[src/rtl/lmr_pkg.sv]
`timescale 1ns/1ps
package lmr_pkg;

   // Life cycle of one tracked load
   typedef enum logic [2:0] {
      ST_IDLE  = 3'd0,  // entry free
      ST_WAIT  = 3'd1,  // dispatched, timer running, outcome pending
      ST_SLEEP = 3'd2,  // timed replay missed, waiting for fill
      ST_READY = 3'd3,  // wants the port for a replay
      ST_DONE  = 3'd4   // completing this cycle
   } lmr_state_e;

   // Dispatch count of a load (1 = first, 2 = timed replay, 3 = post-fill replay)
   typedef logic [1:0] lmr_pass_t;

   localparam lmr_pass_t PASS_FIRST = 2'd1;
   localparam lmr_pass_t PASS_TIMED = 2'd2;
   localparam lmr_pass_t PASS_FINAL = 2'd3;

endpackage

[src/rtl/lmr_pick.sv]
`timescale 1ns/1ps
module lmr_pick #(
   parameter int N = 8,
   localparam int IDX_W = (N > 1) ? $clog2(N) : 1
) (
   input  logic [N-1:0]     req,
   output logic             any,
   output logic [IDX_W-1:0] idx
);

   if (N < 2) begin : g_bad_n
      $error("lmr_pick: N must be at least 2");
   end

   // Lowest set index wins
   always_comb begin
      any = 1'b0;
      idx = '0;
      for (int i = N - 1; i >= 0; i--) begin
         if (req[i]) begin
            any = 1'b1;
            idx = IDX_W'(i);
         end
      end
   end

endmodule

[src/rtl/lmr_entry.sv]
`timescale 1ns/1ps
module lmr_entry
   import lmr_pkg::*;
#(
   parameter int ID_W         = 6,
   parameter int REPLAY_DELAY = 7,
   localparam int TMR_W = $clog2(REPLAY_DELAY + 1)
) (
   input  logic            clk,
   input  logic            rst_n,
   input  logic            flush,
   input  logic            alloc,
   input  logic [ID_W-1:0] alloc_id,
   input  logic            grant,
   input  logic            resp_v,
   input  logic            resp_hit,
   input  logic            fill_v,
   output lmr_state_e      state,
   output logic [ID_W-1:0] id
);

   if (REPLAY_DELAY < 2) begin : g_bad_delay
      $error("lmr_entry: REPLAY_DELAY must be at least 2");
   end

   localparam logic [TMR_W-1:0] TMR_ONE  = TMR_W'(1);
   localparam logic [TMR_W-1:0] TMR_FIRE = TMR_W'(REPLAY_DELAY - 1);
   localparam logic [TMR_W-1:0] TMR_MAX  = TMR_W'(REPLAY_DELAY);

   logic [TMR_W-1:0] timer;   // cycles since the last dispatch
   lmr_pass_t        pass;
   logic             missed;  // first dispatch reported a miss

   always_ff @(posedge clk) begin
      if (!rst_n) begin
         state  <= ST_IDLE;
         id     <= '0;
         timer  <= '0;
         pass   <= '0;
         missed <= 1'b0;
      end else if (flush && state != ST_DONE) begin
         state  <= ST_IDLE;
         timer  <= '0;
         pass   <= '0;
         missed <= 1'b0;
      end else begin
         unique case (state)
            ST_IDLE: begin
               if (alloc) begin
                  state  <= ST_WAIT;
                  id     <= alloc_id;
                  pass   <= PASS_FIRST;
                  timer  <= TMR_ONE;
                  missed <= 1'b0;
               end
            end
            ST_WAIT: begin
               if (timer != TMR_MAX) timer <= timer + 1'b1;
               if (resp_v && resp_hit) begin
                  state <= ST_DONE;
               end else if (resp_v && pass != PASS_FIRST) begin
                  state <= ST_SLEEP;
               end else if ((missed || resp_v) && timer >= TMR_FIRE) begin
                  state <= ST_READY;
               end else if (resp_v) begin
                  missed <= 1'b1;
               end
            end
            ST_READY: begin
               if (grant) begin
                  state  <= ST_WAIT;
                  pass   <= pass + 1'b1;
                  timer  <= TMR_ONE;
                  missed <= 1'b0;
               end
            end
            ST_SLEEP: begin
               if (fill_v) state <= ST_READY;
            end
            ST_DONE: begin
               state <= ST_IDLE;
               pass  <= '0;
            end
            default: state <= ST_IDLE;
         endcase
      end
   end

   // the replay after a fill must not miss
   a_r6_final_hit: assert property (@(posedge clk) disable iff (!rst_n)
      (state == ST_WAIT && pass == PASS_FINAL && resp_v) |-> resp_hit);

   // a miss on the timed replay puts the entry to sleep
   a_r5_sleep_after_timed_miss: assert property (@(posedge clk) disable iff (!rst_n)
      (state == ST_WAIT && pass == PASS_TIMED && resp_v && !resp_hit && !flush)
      |=> state == ST_SLEEP);

   // a sleeping entry only wakes on its own fill
   a_r5_sleep_holds: assert property (@(posedge clk) disable iff (!rst_n)
      (state == ST_SLEEP && !fill_v && !flush) |=> state == ST_SLEEP);

   // a timed replay never becomes ready before the delay has run
   a_r4_not_early: assert property (@(posedge clk) disable iff (!rst_n)
      (state == ST_READY && $past(state) == ST_WAIT) |-> $past(timer) >= TMR_FIRE);

   // flush frees any entry not completing
   a_r10_flush_frees: assert property (@(posedge clk) disable iff (!rst_n)
      (flush && state != ST_DONE) |=> state == ST_IDLE);

   // completion lasts one cycle
   a_r3_done_one_cycle: assert property (@(posedge clk) disable iff (!rst_n)
      (state == ST_DONE) |=> state == ST_IDLE);

endmodule

[src/rtl/lmr_replay_ctrl.sv]
`timescale 1ns/1ps
module lmr_replay_ctrl
   import lmr_pkg::*;
#(
   parameter int NUM_ENTRIES  = 8,
   parameter int ID_W         = 6,
   parameter int REPLAY_DELAY = 7,
   localparam int TAG_W = $clog2(NUM_ENTRIES)
) (
   input  logic             clk,
   input  logic             rst_n,
   input  logic             flush,
   input  logic             iss_valid,
   input  logic [ID_W-1:0]  iss_id,
   output logic             iss_stall,
   input  logic             port_grant,
   output logic             disp_valid,
   output logic [TAG_W-1:0] disp_tag,
   output logic [ID_W-1:0]  disp_id,
   output logic             disp_replay,
   input  logic             resp_valid,
   input  logic [TAG_W-1:0] resp_tag,
   input  logic             resp_hit,
   input  logic             fill_valid,
   input  logic [TAG_W-1:0] fill_tag,
   output logic             cmp_valid,
   output logic [TAG_W-1:0] cmp_tag,
   output logic [ID_W-1:0]  cmp_id
);

   if (NUM_ENTRIES < 2 || (1 << TAG_W) != NUM_ENTRIES) begin : g_bad_entries
      $error("lmr_replay_ctrl: NUM_ENTRIES must be a power of two, at least 2");
   end
   if (ID_W < 1) begin : g_bad_id
      $error("lmr_replay_ctrl: ID_W must be positive");
   end

   lmr_state_e           ent_st [NUM_ENTRIES];
   logic [ID_W-1:0]      ent_id [NUM_ENTRIES];
   logic [NUM_ENTRIES-1:0] ready_vec, free_vec, done_vec;

   logic             any_ready, any_free, any_done;
   logic [TAG_W-1:0] rdy_idx, free_idx, done_idx;
   logic             rep_go, new_go;

   lmr_pick #(.N(NUM_ENTRIES)) u_pick_ready (.req(ready_vec), .any(any_ready), .idx(rdy_idx));
   lmr_pick #(.N(NUM_ENTRIES)) u_pick_free  (.req(free_vec),  .any(any_free),  .idx(free_idx));
   lmr_pick #(.N(NUM_ENTRIES)) u_pick_done  (.req(done_vec),  .any(any_done),  .idx(done_idx));

   // Port arbitration: replay before new issue, nothing during flush
   assign rep_go = port_grant && !flush && any_ready;
   assign new_go = port_grant && !flush && !any_ready && iss_valid && any_free;

   for (genvar g = 0; g < NUM_ENTRIES; g++) begin : g_ent
      logic alloc_g, grant_g, resp_g, fill_g;
      assign alloc_g = new_go && (free_idx == TAG_W'(g));
      assign grant_g = rep_go && (rdy_idx == TAG_W'(g));
      assign resp_g  = resp_valid && (resp_tag == TAG_W'(g));
      assign fill_g  = fill_valid && (fill_tag == TAG_W'(g));

      lmr_entry #(
         .ID_W        (ID_W),
         .REPLAY_DELAY(REPLAY_DELAY)
      ) u_entry (
         .clk      (clk),
         .rst_n    (rst_n),
         .flush    (flush),
         .alloc    (alloc_g),
         .alloc_id (iss_id),
         .grant    (grant_g),
         .resp_v   (resp_g),
         .resp_hit (resp_hit),
         .fill_v   (fill_g),
         .state    (ent_st[g]),
         .id       (ent_id[g])
      );

      assign ready_vec[g] = (ent_st[g] == ST_READY);
      assign free_vec[g]  = (ent_st[g] == ST_IDLE);
      assign done_vec[g]  = (ent_st[g] == ST_DONE);
   end

   assign disp_valid  = rep_go || new_go;
   assign disp_replay = rep_go;
   assign disp_tag    = rep_go ? rdy_idx : free_idx;
   assign disp_id     = rep_go ? ent_id[rdy_idx] : iss_id;
   assign iss_stall   = iss_valid && !new_go;

   assign cmp_valid = any_done;
   assign cmp_tag   = done_idx;
   assign cmp_id    = ent_id[done_idx];

   // one micro-op per granted cycle
   a_r8_needs_grant: assert property (@(posedge clk) disable iff (!rst_n)
      disp_valid |-> port_grant);

   // a ready replay always takes a granted port
   a_r7_replay_wins: assert property (@(posedge clk) disable iff (!rst_n)
      (port_grant && !flush && |ready_vec) |-> (disp_valid && disp_replay));

   // a new issue that loses to a replay is stalled, not dropped
   a_r7_stall_not_drop: assert property (@(posedge clk) disable iff (!rst_n)
      (iss_valid && disp_replay) |-> iss_stall);

   // no acceptance when every entry is busy
   a_r9_full_stalls: assert property (@(posedge clk) disable iff (!rst_n)
      (iss_valid && free_vec == '0) |-> iss_stall);

   // at most one completion per cycle
   a_r3_single_done: assert property (@(posedge clk) disable iff (!rst_n)
      $onehot0(done_vec));

   // nothing goes to the port in a flush cycle
   a_r10_flush_quiet: assert property (@(posedge clk) disable iff (!rst_n)
      flush |-> !disp_valid);

endmodule

[config.mk]
export PLATFORM = sky130hd
export DESIGN_NAME = lmr_replay_ctrl
export DESIGN_NICKNAME = d
export VERILOG_FILES = /design/src/rtl/lmr_pkg.sv /design/src/rtl/lmr_pick.sv /design/src/rtl/lmr_entry.sv /design/src/rtl/lmr_replay_ctrl.sv
export SDC_FILE = /design/constraint.sdc
export NUM_CORES = 1
export LEC_CHECK = 0
export ABC_AREA = 1
export BUFFER_PORTS_ARGS = -buffer_cell sky130_fd_sc_hd__buf_2
export CAP_MARGIN = 20
export CORE_ASPECT_RATIO = 1.1
export CORE_MARGIN = 1
export CORE_UTILIZATION = 67
export DETAILED_ROUTE_END_ITERATION = 8
export GPL_TIMING_DRIVEN = 0
export PLACE_DENSITY = 0.86
export SETUP_SLACK_MARGIN = 0.5
export SKIP_LAST_GASP = 1
export SLEW_MARGIN = 10
export SYNTH_ARGS = -nofsm -noshare
export SYNTH_HDL_FRONTEND = slang
export SYNTH_SLANG_ARGS = --single-unit
[constraint.sdc]
create_clock -name clk -period 3 [get_ports clk]
set_input_delay 0.6 -clock clk [delete_from_list [all_inputs] [get_ports clk]]
set_output_delay 0.6 -clock clk [all_outputs]
set_load 0.005 [all_outputs]
==> reports/results.md, run 1 <==
• **run status** stopped before the end
• **stage where the run ended** 5_1_grt
• **error message** [ERROR GRT-0232] Routing congestion too high. Check the congestion heatmap in the GUI.
• **maximum level of the CTS H-tree** 4
• **count of flip-flops with a built-in enable after synthesis** 0
• **yosys warns** 0
• **most used flip-flop cell after synthesis** sky130_fd_sc_hd__dfxtp_1
• **Chip Width** 104 um
• **fraction of synthesis flops using an asynchronous set or reset pin** 0%
• **I/O Pins** 42
• **summed instance area of the synthesized netlist** 7680 sq um
• **type of pin the worst path ends at** top-level output
• **synthesized net count** 1276
• **Post-Synthesis Cells** 1227
• **pin ending the worst setup path after global-route repair** disp_id[1]
• **placed wire-length estimate after detailed placement** 15300 um
• **share of the synthesized area in the top cell type** 31.3%
• **count of standard-cell rows** 40
• **total gr overflow** 62
• **maximum number of pins on one net before global-route repair** 17
• **flip-flop and latch count after synthesis** 120
• **Chip Height** 114 um
• **CTS root buffer** sky130_fd_sc_hd__clkbuf_16
• **count of different cell masters after synthesis** 41
• **number of buffers inserted by port buffering** 40
• **gr usage total** 73.4%
• **average cell area after synthesis** 6.26 sq um
• **cell with the most instances after synthesis** sky130_fd_sc_hd__nand2_1
• **most frequent cells after synthesis** sky130_fd_sc_hd__nand2_1 (290), sky130_fd_sc_hd__nor2_1 (169), sky130_fd_sc_hd__inv_1 (158), sky130_fd_sc_hd__a21oi_1 (125), sky130_fd_sc_hd__dfxtp_1 (120)
• **sequential share of the synthesized area** 31.3%
• **hold bufs inserted after CTS** 0
• **top cells by area, synth** sky130_fd_sc_hd__dfxtp_1 (31%), sky130_fd_sc_hd__nand2_1 (14%), sky130_fd_sc_hd__nor2_1 (8.3%)
• **cell accounting for the most synthesized area** sky130_fd_sc_hd__dfxtp_1
• **number of sinks driven by the clock tree** 120
• **number of buffers created by CTS** 17
• **last weighted congestion value of the routability-driven placer** 0.950
• **largest buffer count on any clock path** 2
• **initial core utilization** 69.4%
-- timing repair --
| item | in CTS |
|---|---|
| cloned | 5 |
| gates resized for setup | 156 |
| buffers inserted | 49 |
| setup endpoints to repair | 20 |
| pin swaps | 26 |
-- layer usage --
metal,GRT usage (%),overflow
met4,77.2,24
met3,50.9,1
met5,8.82,0
met2,96.1,35
met1,73.3,2
-- cells by family after synthesis --
logic type | after synthesis | share of synthesized area (%)
AOI/OAI and AO/OA | 261 | 17.9
buffers and inverters | 196 | 9.83
DFF | 120 | 31.3
adders and majority gates | 29 | 4.73
and+or+nand+nor | 621 | 36.2
-- stage by stage --
| step | std cells | cell area, sq um | worst slack [ns] | hold slack [ns] |
|---|---|---|---|---|
| 4_1_cts | 1500 | 9550 | 0.135 | 0.455 |
| 3_5_place_dp | 1414 | 8060 | 0.0619 | 0.444 |
| 3_3_place_gp | 1414 | 8060 | 0.0826 | 0.433 |
| 2_1_floorplan | 1227 | 7680 | 0.711 | 0.422 |
==> run 2, diff against run 1 <==
--- a/config.mk
+++ b/config.mk
@@ -8,13 +8,11 @@
 export ABC_AREA = 1
 export BUFFER_PORTS_ARGS = -buffer_cell sky130_fd_sc_hd__buf_2
 export CAP_MARGIN = 20
-export CORE_ASPECT_RATIO = 1.1
 export CORE_MARGIN = 1
-export CORE_UTILIZATION = 67
+export CORE_UTILIZATION = 40
 export DETAILED_ROUTE_END_ITERATION = 8
 export GPL_TIMING_DRIVEN = 0
-export PLACE_DENSITY = 0.86
-export SETUP_SLACK_MARGIN = 0.5
+export PLACE_DENSITY_LB_ADDON = 0.15
 export SKIP_LAST_GASP = 1
 export SLEW_MARGIN = 10
 export SYNTH_ARGS = -nofsm -noshare
==> run 2 against run 1 <==
Synthesized area unchanged. The flow now finishes without violations. Synthesized cell count stayed put.
==> reports/results.md, run 2 <==
• **run status** finished clean
• **first-pass GRT wire length** 36500 um
• **Cell Chain, Critical Path** nand2_1, nor2_4, nor2_2, nand2_1, nor2_4, inv_1, nand3_2, inv_2, o21ai_0, buf_2
• **number of buffers created by CTS** 17, unchanged
• **met2 Usage GRT** 39.5%
• **final critical-path share of the clock period** 97.9%
• **WP data required** 2.40 ns
• **cell with the most instances after synthesis** sky130_fd_sc_hd__nand2_1
• **number of slew-limit violations in the final report** 0
• **cell accounting for the most synthesized area** sky130_fd_sc_hd__dfxtp_1
• **hold bufs inserted after CTS** 0, unchanged
• **class of the most critical setup path** reg2out
• **last weighted congestion value of the routability-driven placer** 0.860, -9.4%
• **layout cell share with drive strength beyond 1** 19.2%
• **maximum level of the CTS H-tree** 4, unchanged
• **class of the worst hold path** reg2reg
• **pre-CTS setup slack** 0.0729 ns, +0.0110 ns
• **standard cell with the maximum stage delay on the critical path** sky130_fd_sc_hd__dfxtp_4
• **hold_ws** 0.449 ns
• **gr usage total** 23.4%
• **crit start category** register
• **share of the synthesized area in the top cell type** 31.3%, unchanged
• **Peak Freq** 341 MHz
• **number of filler instances in the final layout** 1935
• **full die area** 19800 sq um
• **largest voltage drop on the vdd net** 0.391 mV
• **most frequent cells in the layout** sky130_fd_sc_hd__nand2_1 (277), sky130_fd_sc_hd__nor2_1 (161), sky130_fd_sc_hd__inv_1 (148), sky130_fd_sc_hd__a21oi_1 (120), sky130_fd_sc_hd__dfxtp_1 (103)
• **Post-Synthesis Cells** 1227, unchanged
• **number of buffer and inverter instances along the worst setup path** 3
• **layout overhead on the synthesized area** 21.9%
• **post-route cell area** 9360 sq um
• **detailed-route wire length per cell** 14.6 um
• **power per cell area** 423 nW/um^2
• **Fin Clk Skew** 0.00721 ns
• **flip-flop and latch count after synthesis** 120, unchanged
• **Routed Wire Length** 22700 um
• **global-route met3 utilization** 4.62%
• **core utilization of the finished layout** 49.9%
• **headroom to the max-slew limit** 48.3%
• **flip-flop count of the largest register after layout** 48
• **number of antenna repair diodes** 0
• **max-cap viol count** 0
• **leading cell type in the layout, fill and taps excluded** sky130_fd_sc_hd__nand2_1
• **delay of the slowest cell on the worst path** 0.36 ns
• **Chip Width** 141 um, +35%
• **CP max FO** 9
• **sequential share of the synthesized area** 31.3%, unchanged
• **summed instance area of the synthesized netlist** 7680 sq um, unchanged
• **average cell area after synthesis** 6.26 sq um, unchanged
• **Tightest Pin Transition** 0.776 ns
• **count of standard-cell rows** 50, +25%
• **arrival time at the worst endpoint** 2.34 ns
• **drt via density** 5.18
• **clock slew at the register clock pins of the worst setup and hold paths** 0.06 ns
• **maximum number of pins on one net before global-route repair** 17
• **static leakage power** 3.91 nW
• **Most Crowded Layer GR** met2
• **instance count after placement with tap cells included** 1501, +6.2%
• **count of different cell masters after synthesis** 41, unchanged
• **top cells by area, synth** sky130_fd_sc_hd__dfxtp_1 (31%), sky130_fd_sc_hd__nand2_1 (14%), sky130_fd_sc_hd__nor2_1 (8.3%)
• **CTS tree** yes
• **number of cells in the finished layout apart from fillers** 1560
• **synthesized net count** 1276, unchanged
• **total number of nets in the final design** 1362
• **most flop-heavy register** g_ent.u_entry.id
• **fraction of synthesis flops using an asynchronous set or reset pin** 0%, unchanged
• **RSZ-0062 raised after global routing** yes
• **Placement Cell Area** 8170 sq um, +1.4%
• **Core ar.** 18800 sq um
• **most used flip-flop cell after synthesis** sky130_fd_sc_hd__dfxtp_1
• **number of sinks driven by the clock tree** 120, unchanged
• **Iteration-0 DRC Markers** 427
• **largest buffer count on any clock path** 2, unchanged
• **Chip Height** 141 um, +23%
• **CP endpoint kind** output pin
• **initial core utilization** 40.9%, -29 points
• **placed wire-length estimate after detailed placement** 16800 um, +10%
• **number of endpoints failing setup at the final stage** 0
• **yosys warns** 0, unchanged
• **antenna violations before repair** 0
• **Setup WS post-layout** 0.0636 ns
• **I/O Pins** 42, unchanged
• **gate family responsible for the most delay along the worst path** simple AND/OR/NAND/NOR gates
• **number of buffers inserted by port buffering** 40, unchanged
• **final count of hold timing violations** 0
• **total gr overflow** 0
• **post-route DRC violation count** 0
• **via count of the routed design** 8079
• **clock period minus final worst setup slack** 2.94 ns
• **most frequent cells after synthesis** sky130_fd_sc_hd__nand2_1 (290), sky130_fd_sc_hd__nor2_1 (169), sky130_fd_sc_hd__inv_1 (158), sky130_fd_sc_hd__a21oi_1 (125), sky130_fd_sc_hd__dfxtp_1 (120)
• **largest registers** g_ent.u_entry.id: 48 flops, g_ent.u_entry.state: 24 flops, g_ent.u_entry.timer: 24 flops
• **count of flip-flops with a built-in enable after synthesis** 0, unchanged
• **vias in the first global route** 7449
• **total iterations of the first detailed-routing run** 5
• **clock insertion delay at the later pin of the skew report** 0.43 ns
• **Detail Route Antenna Nets** 0
• **global-route met1 utilization** 30.1%
• **CTS root buffer** sky130_fd_sc_hd__clkbuf_16
-- run 2: cell counts after synthesis --
Identical to the previous run, type by type.
-- run 2: cell type report --
type	instances	area, sq um	share of cell area, %
tap	234	293	3.13
timing repair buffer	67	437	4.66
clock inverter	14	174	1.86
buffer	22	159	1.70
inverter	174	666	7.11
multi-input combinational	911	4760	50.8
sequential	120	2440	26.1
clock buffer	18	439	4.69
-- run 2: worst paths after layout --
kind                            slack, ns                   endpoint  cells after the start                      start
worst max-delay path                 0.06                disp_tag[1]                     10  g_ent[7].u_entry.state[1]
worst min register to register       0.45    g_ent[7].u_entry.missed                      2    g_ent[7].u_entry.missed
worst min-delay path                 0.45    g_ent[7].u_entry.missed                      2    g_ent[7].u_entry.missed
worst max register to register       0.69  g_ent[6].u_entry.state[1]                     17  g_ent[6].u_entry.state[0]
-- run 2: per-layer routing --
layer,wire [um],vias up
met4,555,0
met3,1110,46
li1,-,4178
met2,10400,190
met1,10700,3665
met5,0,-
-- run 2: metrics by stage --
stage	total power, mW	setup TNS (ns)
floorplan	1.77	0
global placement	1.86	0
detailed placement	1.86	0
CTS	4.00	-0.00371
global route	4.09	-0.392
finish	3.96	0
-- run 2: cell families (layout without fill, tap and decap cells) --
kind of cell,after synthesis,in the layout,share of synthesized area [%]
simple gates,621,621,36.2
compound gates,261,261,17.9
buf+inv,196,295,9.83
flops,120,120,31.3
fa+ha+maj,29,29,4.73
-- run 2: power breakdown --
part | total (mW) | internal [mW] | switching [mW]
clock network | 2.14 | 1.33 | 0.809
logic | 0.216 | 0.0665 | 0.149
registers | 1.60 | 1.60 | 0.00651
total | 3.96 | 3.00 | 0.965
-- run 2: tightest hold or removal path, stage by stage (launching register included) --
cell	delay, ns
sky130_fd_sc_hd__dfxtp_1	0.30
sky130_fd_sc_hd__inv_1	0.06
sky130_fd_sc_hd__a21oi_1	0.05
-- run 2: what timing repair did --
action                                  in CTS  in global routing
buffers inserted                            10                 14
pin swaps                                    6                 17
resized for setup                           46                 81
cloned                                       1                  2
endpoints found under the setup margin      13                 14
(Power assumes the default switching activity.)
